## src/rtl/rxf_pkg.sv

```systemverilog
package rxf_pkg;
  typedef enum logic [1:0] {
    ST_HUNT = 2'd0,
    ST_HDR  = 2'd1,
    ST_PAY  = 2'd2
  } rxf_state_e;
endpackage

```

## src/rtl/rxf_rst_sync.sv

```systemverilog
module rxf_rst_sync (
  input  logic clk,
  input  logic rst_n,
  output logic rst_sync_n
);
  logic [1:0] sync_q;

  always_ff @(posedge clk or negedge rst_n) begin
    if (!rst_n) sync_q <= 2'b00;
    else        sync_q <= {sync_q[0], 1'b1};
  end

  assign rst_sync_n = sync_q[1];
endmodule

```

## src/rtl/rxf_destuff.sv

```systemverilog
module rxf_destuff #(
  parameter int RUN_LEN = 6
) (
  input  logic clk,
  input  logic rst_n,
  input  logic bit_i,
  input  logic vld_i,
  output logic bit_o,
  output logic vld_o,
  output logic err_o
);
  localparam int ZW = $clog2(RUN_LEN + 1);
  localparam logic [ZW-1:0] RUN_Z = ZW'(RUN_LEN);

  logic [ZW-1:0] zcnt_q, zcnt_d;
  logic          bit_q, bit_d;
  logic          vld_q, vld_d;
  logic          err_q, err_d;

  always_comb begin
    zcnt_d = zcnt_q;
    bit_d  = bit_q;
    vld_d  = 1'b0;
    err_d  = 1'b0;
    if (vld_i) begin
      if (zcnt_q == RUN_Z) begin
        // slot of a stuffed one: drop it, or flag its absence
        zcnt_d = '0;
        err_d  = ~bit_i;
      end else begin
        vld_d  = 1'b1;
        bit_d  = bit_i;
        zcnt_d = bit_i ? '0 : zcnt_q + 1'b1;
      end
    end
  end

  always_ff @(posedge clk or negedge rst_n) begin
    if (!rst_n) begin
      zcnt_q <= '0;
      bit_q  <= 1'b0;
      vld_q  <= 1'b0;
      err_q  <= 1'b0;
    end else begin
      zcnt_q <= zcnt_d;
      bit_q  <= bit_d;
      vld_q  <= vld_d;
      err_q  <= err_d;
    end
  end

  assign bit_o = bit_q;
  assign vld_o = vld_q;
  assign err_o = err_q;
endmodule

```

## src/rtl/rxf_sync_det.sv

```systemverilog
module rxf_sync_det #(
  parameter int SYNC_LEN = 3
) (
  input  logic clk,
  input  logic rst_n,
  input  logic hunt_i,
  input  logic clr_i,
  input  logic vld_i,
  input  logic bit_i,
  output logic hit_o
);
  localparam int CW = $clog2(SYNC_LEN + 1);
  localparam logic [CW-1:0] LAST = CW'(SYNC_LEN - 1);

  logic [CW-1:0] ones_q, ones_d;

  assign hit_o = hunt_i & vld_i & bit_i & (ones_q == LAST);

  always_comb begin
    ones_d = ones_q;
    if (!hunt_i || clr_i) begin
      ones_d = '0;
    end else if (vld_i) begin
      if (!bit_i || hit_o) ones_d = '0;
      else                 ones_d = ones_q + 1'b1;
    end
  end

  always_ff @(posedge clk or negedge rst_n) begin
    if (!rst_n) ones_q <= '0;
    else        ones_q <= ones_d;
  end
endmodule

```

## src/rtl/rxf_deframe.sv

```systemverilog
module rxf_deframe
  import rxf_pkg::*;
#(
  parameter int WORD_W = 16,
  parameter int TYPE_W = 4,
  parameter int PAD_W  = 2,
  parameter int LEN_W  = 10
) (
  input  logic              clk,
  input  logic              rst_n,
  input  logic              vld_i,
  input  logic              bit_i,
  input  logic              err_i,
  input  logic              hit_i,
  output logic              hunt_o,
  output logic [WORD_W-1:0] word_o,
  output logic              word_vld_o,
  output logic              done_o,
  output logic [TYPE_W-1:0] type_o,
  output logic [LEN_W-1:0]  len_o
);
  localparam int HDR_W = TYPE_W + PAD_W + LEN_W;
  localparam int SH_W  = (HDR_W > WORD_W) ? HDR_W : WORD_W;
  localparam int BW    = $clog2(SH_W);
  localparam logic [BW-1:0]    HDR_LAST  = BW'(HDR_W - 1);
  localparam logic [BW-1:0]    WORD_LAST = BW'(WORD_W - 1);
  localparam logic [LEN_W-1:0] LEN_ONE   = LEN_W'(1);

  rxf_state_e        st_q, st_d;
  logic [BW-1:0]     bcnt_q, bcnt_d;
  logic [SH_W-1:0]   sh_q, sh_d;
  logic [LEN_W-1:0]  wcnt_q, wcnt_d;
  logic [TYPE_W-1:0] type_q, type_d;
  logic [LEN_W-1:0]  len_q, len_d;
  logic [WORD_W-1:0] word_q, word_d;
  logic              wvld_q, wvld_d;
  logic              fin_q, fin_d;
  logic              done_q;

  always_comb begin
    st_d   = st_q;
    bcnt_d = bcnt_q;
    sh_d   = sh_q;
    wcnt_d = wcnt_q;
    type_d = type_q;
    len_d  = len_q;
    word_d = word_q;
    wvld_d = 1'b0;
    fin_d  = 1'b0;
    if (err_i) begin
      st_d   = ST_HUNT;
      bcnt_d = '0;
    end else if (vld_i) begin
      unique case (st_q)
        ST_HUNT: begin
          if (hit_i) begin
            st_d   = ST_HDR;
            bcnt_d = '0;
          end
        end
        ST_HDR: begin
          sh_d = {sh_q[SH_W-2:0], bit_i};
          if (bcnt_q == HDR_LAST) begin
            bcnt_d = '0;
            wcnt_d = '0;
            type_d = sh_d[HDR_W-1 -: TYPE_W];
            len_d  = sh_d[LEN_W-1:0];
            if (len_d == '0) begin
              fin_d = 1'b1;
              st_d  = ST_HUNT;
            end else begin
              st_d  = ST_PAY;
            end
          end else begin
            bcnt_d = bcnt_q + 1'b1;
          end
        end
        ST_PAY: begin
          sh_d = {sh_q[SH_W-2:0], bit_i};
          if (bcnt_q == WORD_LAST) begin
            bcnt_d = '0;
            word_d = sh_d[WORD_W-1:0];
            wvld_d = 1'b1;
            if (wcnt_q == len_q - LEN_ONE) begin
              fin_d = 1'b1;
              st_d  = ST_HUNT;
            end else begin
              wcnt_d = wcnt_q + 1'b1;
            end
          end else begin
            bcnt_d = bcnt_q + 1'b1;
          end
        end
        default: st_d = ST_HUNT;
      endcase
    end
  end

  always_ff @(posedge clk or negedge rst_n) begin
    if (!rst_n) begin
      st_q   <= ST_HUNT;
      bcnt_q <= '0;
      sh_q   <= '0;
      wcnt_q <= '0;
      type_q <= '0;
      len_q  <= '0;
      word_q <= '0;
      wvld_q <= 1'b0;
      fin_q  <= 1'b0;
      done_q <= 1'b0;
    end else begin
      st_q   <= st_d;
      bcnt_q <= bcnt_d;
      sh_q   <= sh_d;
      wcnt_q <= wcnt_d;
      type_q <= type_d;
      len_q  <= len_d;
      word_q <= word_d;
      wvld_q <= wvld_d;
      fin_q  <= fin_d;
      done_q <= fin_q;
    end
  end

  assign hunt_o     = (st_q == ST_HUNT);
  assign word_o     = word_q;
  assign word_vld_o = wvld_q;
  assign done_o     = done_q;
  assign type_o     = type_q;
  assign len_o      = len_q;
endmodule

```

## src/rtl/stuffed_frame_rx.sv

```systemverilog
module stuffed_frame_rx #(
  parameter int RUN_LEN  = 6,
  parameter int SYNC_LEN = 3,
  parameter int WORD_W   = 16,
  parameter int TYPE_W   = 4,
  parameter int PAD_W    = 2,
  parameter int LEN_W    = 10
) (
  input  logic              clk,
  input  logic              rst_n,
  input  logic              bit_i,
  input  logic              bit_vld_i,
  output logic [WORD_W-1:0] word_o,
  output logic              word_vld_o,
  output logic              frame_done_o,
  output logic [TYPE_W-1:0] frame_type_o,
  output logic [LEN_W-1:0]  frame_len_o,
  output logic              stuff_err_o
);
  logic rst_s_n;
  logic ds_bit, ds_vld, ds_err;
  logic hunt, hit;

  rxf_rst_sync u_rst (
    .clk        (clk),
    .rst_n      (rst_n),
    .rst_sync_n (rst_s_n)
  );

  rxf_destuff #(.RUN_LEN(RUN_LEN)) u_ds (
    .clk   (clk),
    .rst_n (rst_s_n),
    .bit_i (bit_i),
    .vld_i (bit_vld_i),
    .bit_o (ds_bit),
    .vld_o (ds_vld),
    .err_o (ds_err)
  );

  rxf_sync_det #(.SYNC_LEN(SYNC_LEN)) u_sync (
    .clk    (clk),
    .rst_n  (rst_s_n),
    .hunt_i (hunt),
    .clr_i  (ds_err),
    .vld_i  (ds_vld),
    .bit_i  (ds_bit),
    .hit_o  (hit)
  );

  rxf_deframe #(
    .WORD_W (WORD_W),
    .TYPE_W (TYPE_W),
    .PAD_W  (PAD_W),
    .LEN_W  (LEN_W)
  ) u_df (
    .clk        (clk),
    .rst_n      (rst_s_n),
    .vld_i      (ds_vld),
    .bit_i      (ds_bit),
    .err_i      (ds_err),
    .hit_i      (hit),
    .hunt_o     (hunt),
    .word_o     (word_o),
    .word_vld_o (word_vld_o),
    .done_o     (frame_done_o),
    .type_o     (frame_type_o),
    .len_o      (frame_len_o)
  );

  assign stuff_err_o = ds_err;
endmodule

```

## config.mk

```make
export PLATFORM = sky130hd
export DESIGN_NAME = stuffed_frame_rx
export DESIGN_NICKNAME = d
export VERILOG_FILES = /design/src/rtl/rxf_pkg.sv /design/src/rtl/rxf_rst_sync.sv /design/src/rtl/rxf_destuff.sv /design/src/rtl/rxf_sync_det.sv /design/src/rtl/rxf_deframe.sv /design/src/rtl/stuffed_frame_rx.sv
export SDC_FILE = /design/constraint.sdc
export NUM_CORES = 1
export LEC_CHECK = 0
export ABC_AREA = 1
export CORE_ASPECT_RATIO = 2
export CORE_MARGIN = 2
export CORE_UTILIZATION = 39
export CTS_CLUSTER_SIZE = 30
export DETAILED_ROUTE_END_ITERATION = 12
export HOLD_SLACK_MARGIN = 0.08
export PLACE_DENSITY_LB_ADDON = 0.12
export SYNTH_ARGS = -nofsm -noshare
export SYNTH_HDL_FRONTEND = slang
export SYNTH_SLANG_ARGS = --single-unit
export TNS_END_PERCENT = 50
```

## constraint.sdc

```tcl
create_clock -name clk -period 2.4 [get_ports clk]
set_input_delay 0.6 -clock clk [delete_from_list [all_inputs] [get_ports clk]]
set_output_delay 0.6 -clock clk [all_outputs]
set_load 0.03 [all_outputs]
```

**After elaboration in Yosys (flattened, before gate mapping)**

Cells that the tools add are included.

- Flip-flop bits (word level): 74
- Bits in latches: 0
- Bits in writable memories: 0
- ROM bits: 0
- Memories kept: 0

- Add/subtract/negate cells: 5
- $mul: 0
- Divide/modulo/power cells: 0
- Magnitude comparators: 0
- Eq/ne operators: 13
- Shifts and indexed selects: 0
- Multiplexer cells: 37
- Bitwise operators: 6
- Reduce and logical (&&, ||, !) cells: 18

Operators with widths:

| kind | number |
|---|---|
| 10-bit two-way mux | 3 |
| 2-bit two-way mux | 10 |
| 10-bit case mux with 2 select lines | 1 |
| 4-bit two-way mux | 4 |
| 1-bit two-way mux | 14 |
| 10-bit by 1-bit adder with 10-bit output (second input constant) | 1 |
| 10-bit equality test | 1 |
| 10-bit logical NOT | 1 |
| 10-bit by 1-bit subtractor with 10-bit output (second input constant) | 1 |
| 3-bit by 2-bit inequality test with 1-bit output (second input constant) | 3 |
| 4-bit case mux with 2 select lines | 1 |
| 4-bit AND reduction | 2 |
| 3-bit two-way mux | 2 |
| 2-bit case mux with 3 select lines | 1 |
| 3-bit AND reduction | 2 |
| 6-bit AND reduction | 1 |
| 2-bit nonzero test | 3 |
| 5-bit AND reduction | 1 |
| 4-bit by 1-bit adder with 4-bit output (second input constant) | 1 |
| 2-bit equality test (second input constant) | 2 |
| 4-bit equality test (second input constant) | 1 |
| 2-bit by 1-bit inequality test with 1-bit output (second input constant) | 2 |
| 3-bit by 1-bit adder with 3-bit output (second input constant) | 1 |
| 1-bit bitwise AND | 3 |
| 13 further kinds | 17 |

**Depth between registers and ports, before layout**

Gate-level depths: netlist of run 1.

- Depth after elaboration: 8
- Gate-level depth with buffers: 15

**By module**

From an unflattened synthesis of run 1, not the netlist that was laid out.

- Cells, all modules: 446
- Area, all modules: 3,634.7 µm²

Modules (own cells, without submodules):

| module | instances | cells an instance | area an instance (µm²) |
|---|---|---|---|
| rxf_deframe | 1 | 387 | 3,164.3 |
| rxf_destuff | 1 | 35 | 282.8 |
| rxf_sync_det | 1 | 21 | 133.9 |
| rxf_rst_sync | 1 | 3 | 53.8 |

**Worst setup path before layout of run 1**

Ideal clock, no wire load.

- Path kind: flip-flop to flip-flop
- From: reg u_df.len_q[0], in the netlist u_df.len_o[0]
- To: reg u_df.wcnt_q[4]
- Data arrival time: 1.873 ns
- Setup slack: 0.401 ns
- Cell stages (with the launch flop): 15
- Path buffers: 1
- Period minus slack after synthesis: 1.999 ns
- Path through: dfrtp_1 > inv_1 > ha_1 > inv_1 > nand2_1 > nand2_1 > nor2_1 > nand2_1 > nor2_1 > nand2_1 > nor2_2 > nand4_2 > nand2_4 > buf_8 > o21ai_0

- Word-level cells in the longest chain between the ends: 4

RTL lines:

| item | line | source |
|---|---|---|
| from (decl) | rxf_deframe.sv:34 | `logic [LEN_W-1:0] len_q, len_d;` |
| from (signal assigned) | rxf_deframe.sv:117 | `len_q <= len_d;` |
| 10-bit by 1-bit subtractor with 10-bit output | rxf_deframe.sv:84 | `if (wcnt_q == len_q - LEN_ONE) begin` |
| 10-bit equality test | rxf_deframe.sv:84 |  |
| 2-bit inequality test (no line) | -- |  |
| 6-bit AND reduction (no line) | -- |  |
| to (signal assigned) | rxf_deframe.sv:115 | `wcnt_q <= wcnt_d;` |
| to (decl) | rxf_deframe.sv:32 | `logic [LEN_W-1:0] wcnt_q, wcnt_d;` |

Every way passes these cells.
A chain may end at the register's enable or synchronous reset.

**Worst setup path in the final report of run 1**

- From: reg u_ds.err_q, in the netlist u_ds.err_o
- To: out stuff_err_o

RTL lines:

| item | line | source |
|---|---|---|
| from (decl) | rxf_destuff.sv:18 | `logic err_q, err_d;` |
| from (signal assigned) | rxf_destuff.sv:48 | `err_q <= err_d;` |
| to (decl) | stuffed_frame_rx.sv:18 | `output logic stuff_err_o` |

No word-level cell between the ends.

==> flow_summary.yaml, run 1 <==
cts:
  hold_buffers: 0
  post_cts_resized: 0
  clock_latency_ns: 0.33
  post_cts_buffers: 0
  htree_levels: 3
  cts_buffers: 9
  path_clk_slew_ns: 0.06
  clkSinkCount: 74
  cts_tree: "done"
  max-clock-path-buffers: 2
  cts_root_buffer: "clkbuf_16"
grt:
  use_met2_pct: 31.2
  antenna_found_initial: 0
  grt_pass1_wl_um: 13400
  met3_usage_pct: 3.77
  grt_pass1_vias: 2813
  met1_usage_pct: 19.0
  grt_overflow: 0
  busiest_layer: "met2"
  grt.total_usage_pct: 17.5
  grt_max_degree: 48
critical_path:
  crit_type: "register to output port"
  crit_family: "buffers and inverters"
  r2r-start: "u_df.len_o[0]"
  start_kind: "register"
  worst-endpoint-required_ns: 1.80
  rrSetupSlack_ns: 0.30
  r2r_end: "u_df.wcnt_q[8]"
  r2r_cells: 13
  critPathBufInv: 1
  max_stage_delay_ns: 0.72
  arrival_ns: 1.54
  cp_max_fo: 8
  end_kind: "output port"
  critPathSlowestCell: "clkdlybuf4s50_1"
  crit_path_cell_trace: "clkdlybuf4s50_1"
power:
  p_int_mw: 2.58
  p_sw_mw: 1.22
  clkPwrFrac_pct: 34.5
  combPwrFrac_pct: 22.6
  seqPwrFrac_pct: 42.9
  ir_worst_vdd_v: 0.000474
  p_leak_nw: 2.09
  swShare_pct: 32.1
  power_density_mw_per_mm2: 867
final_layout:
  synthToLayoutAreaGrowth_pct: 22.1
  ff_latch_area_mm2: 0.00185
  final_nets: 471
  num_antenna_cells: 0
  nFillCells: 869
  drive_gt1_share_pct: 10.4
  multi_input_area_mm2: 0.00149
detailed_routing:
  drcViolationCount: 0
  num_vias: 2800
  drtIter0Drc: 127
  drt-pass1-iter-count: 4
  viasPerCell: 4.96
  wl_per_cell_um: 14.2
  ant_nets: 0
  drt_wl_total_um: 8030
floorplanning:
  die_y_um: 140
  design.die.area_mm2: 0.0100
  coreArea_mm2: 0.00895
  ios: 37
  start_util_pct: 40.0
  rows: 49
  chipWidth_um: 71.8
run_status:
  status: "complete, no violations"
timing:
  rsz0062_at_grt: "false"
  worst_slew_pin_slew_ns: 0.641
  setup_tns_ns: 0
  max_freq_mhz: 468
  fin_crit_ns: 2.14
  setup_ws_ns: 0.264
  slew_headroom_pct: 57.3
  finalCritPeriodShare_pct: 89.0
  hold_viol: 0
  skew_ns: 0.00758
  slew_violations: 0
  setup_viol: 0
synth:
  synth_nets: 425
  synth_area_mm2: 0.00358
  synth_top_area_share_pct: 51.7
  yosysSeqAreaShare_pct: 51.7
  synth_area_leaders: "dfrtp_1, nand2_1, inv_1"
  synth_cell_types: 32
  yosysTopAreaCell: "dfrtp_1"
  ys.warnings.count: 0
  netlist_instances: 411
  syn_area_per_cell_um2: 8.72
  synth-seq-cells: 74
worst_hold_path:
  hold_path.class: "register to async pin"
placement:
  gp_congestion: 0.849
  dp_hpwl_um: 6040
  port_buffers: 36
  pre_cts_ws_ns: 0.300
run:
  maxCapViolations: 0
==> Yosys cell counts <==
cell / count
o21ai_0: 28
nor2_1: 44
nor2_2: 2
buf_8: 1
xor2_1: 11
clkbuf_1: 2
buf_4: 1
conb_1: 1
nor3_4: 2
o21ai_1: 2
a21oi_1: 22
nand2_2: 2
mux2_2: 14
nand2_1: 101
nand2_4: 1
nand4_1: 4
o22ai_1: 3
nor3b_1: 1
xnor2_1: 3
a31oi_1: 1
or2_2: 4
inv_2: 2
inv_1: 50
o21bai_1: 1
nor4_1: 3
nor3_1: 3
dfrtp_1: 74
nand4_2: 1
ha_1: 10
nand3_1: 13
o2111ai_1: 1
buf_2: 3
==> metrics by stage <==
step                std cells  power (mW)  hold WS, ns  utilization, %  area, um2
finish                    564        3.79        0.295            48.9       4380
global route              564        4.04        0.355            48.9       4380
CTS                       564        3.84        0.327            48.9       4380
detailed placement        548        2.52        0.319            45.7       4090
global placement          548        2.50        0.312            45.7       4090
floorplan                 411        2.28        0.304               -       3580
==> placed cells by master (no fill, tap or decap), types with 9 or more instances in the layout <==
cell             synthesis  layout
clkdlybuf4s50_1          0      36
nor2_1                  44      44
a21oi_1                 22      22
nand2_1                101     101
clkbuf_16                0       9
o21ai_0                 28      28
xor2_1                  11      11
ha_1                    10      10
dfrtp_1                 74      73
nand3_1                 13      13
mux2_2                  14      14
inv_1                   50      50
==> cell type report <==
| type | count | share of cell area [%] |
|---|---|---|
| Inverter | 52 | 4.46 |
| Tap cell | 102 | 2.92 |
| Sequential cell | 74 | 42.3 |
| Timing Repair Buffer | 42 | 9.55 |
| Clock buffer | 13 | 5.72 |
| Multi-Input combinational cell | 278 | 34.1 |
| Clock inverter | 3 | 0.915 |
==> how the worst max path moves through the flow <==
stage	to	depth (start not counted)	from	slack [ns]
after floorplan	u_df.bcnt_q[0]	0	u_rst.sync_q[1]	0.19
after global placement	u_df.wcnt_q[6]	13	u_df.len_o[0]	0.33
after detailed placement	u_df.wcnt_q[7]	13	u_df.len_o[0]	0.30
after CTS	stuff_err_o	1	u_ds.err_o	0.25
after global routing	u_df.wcnt_q[2]	14	u_df.len_o[0]	0.07
final	stuff_err_o	1	u_ds.err_o	0.26
==> routing by layer <==
layer	vias to the layer above	part of all wire (%)
li1	1399	-
met1	1334	39
met2	50	55
met3	17	3.2
met4	0	3.1
met5	-	0
==> logic make-up after synthesis <==
family	Yosys count	share of synthesized area, %
multiplexers	14	4.40
AO/OA/AOI/OAI	58	8.41
XOR/XNOR	14	3.42
flip-flops	74	51.7
buffers and inverters	59	6.70
other	1	0.105
adder cells (fa/ha/maj)	10	3.49
AND/OR/NAND/NOR	181	21.8
==> sequential cells by signal, summed over array words and instances (netlist names), 2 cells and up <==
| signal | count |
|---|---|
| u_df.bcnt_q | 4 |
| u_df.wcnt_q | 10 |
| u_df.sh_q | 15 |
| u_rst.sync_q | 2 |
| u_sync.ones_q | 2 |
| u_ds.zcnt_q | 3 |
| u_df.type_o | 4 |
| u_df.word_o | 16 |
| u_df.len_o | 10 |
| u_df.st_q | 2 |
==> power by group through the flow <==
stage                     clock [mW]  combinational, mW  sequential [mW]
after global placement             0              0.855             1.65
after CTS                       1.34              0.867             1.63
after global routing            1.40              0.988             1.66
after floorplan                    0              0.677             1.60
final                           1.31              0.856             1.63
after detailed placement           0              0.864             1.65
No activity file was read; power rests on OpenSTA's default activity.
==> inputs of run 2 (changes only) <==
--- a/config.mk
+++ b/config.mk
@@ -13,6 +13,7 @@
 export DETAILED_ROUTE_END_ITERATION = 12
 export HOLD_SLACK_MARGIN = 0.08
 export PLACE_DENSITY_LB_ADDON = 0.12
+export SETUP_SLACK_MARGIN = 0.02
 export SYNTH_ARGS = -nofsm -noshare
 export SYNTH_HDL_FRONTEND = slang
 export SYNTH_SLANG_ARGS = --single-unit
==> results of run 2 <==
Final layout, timing and power as in run 1 (identical DEF).
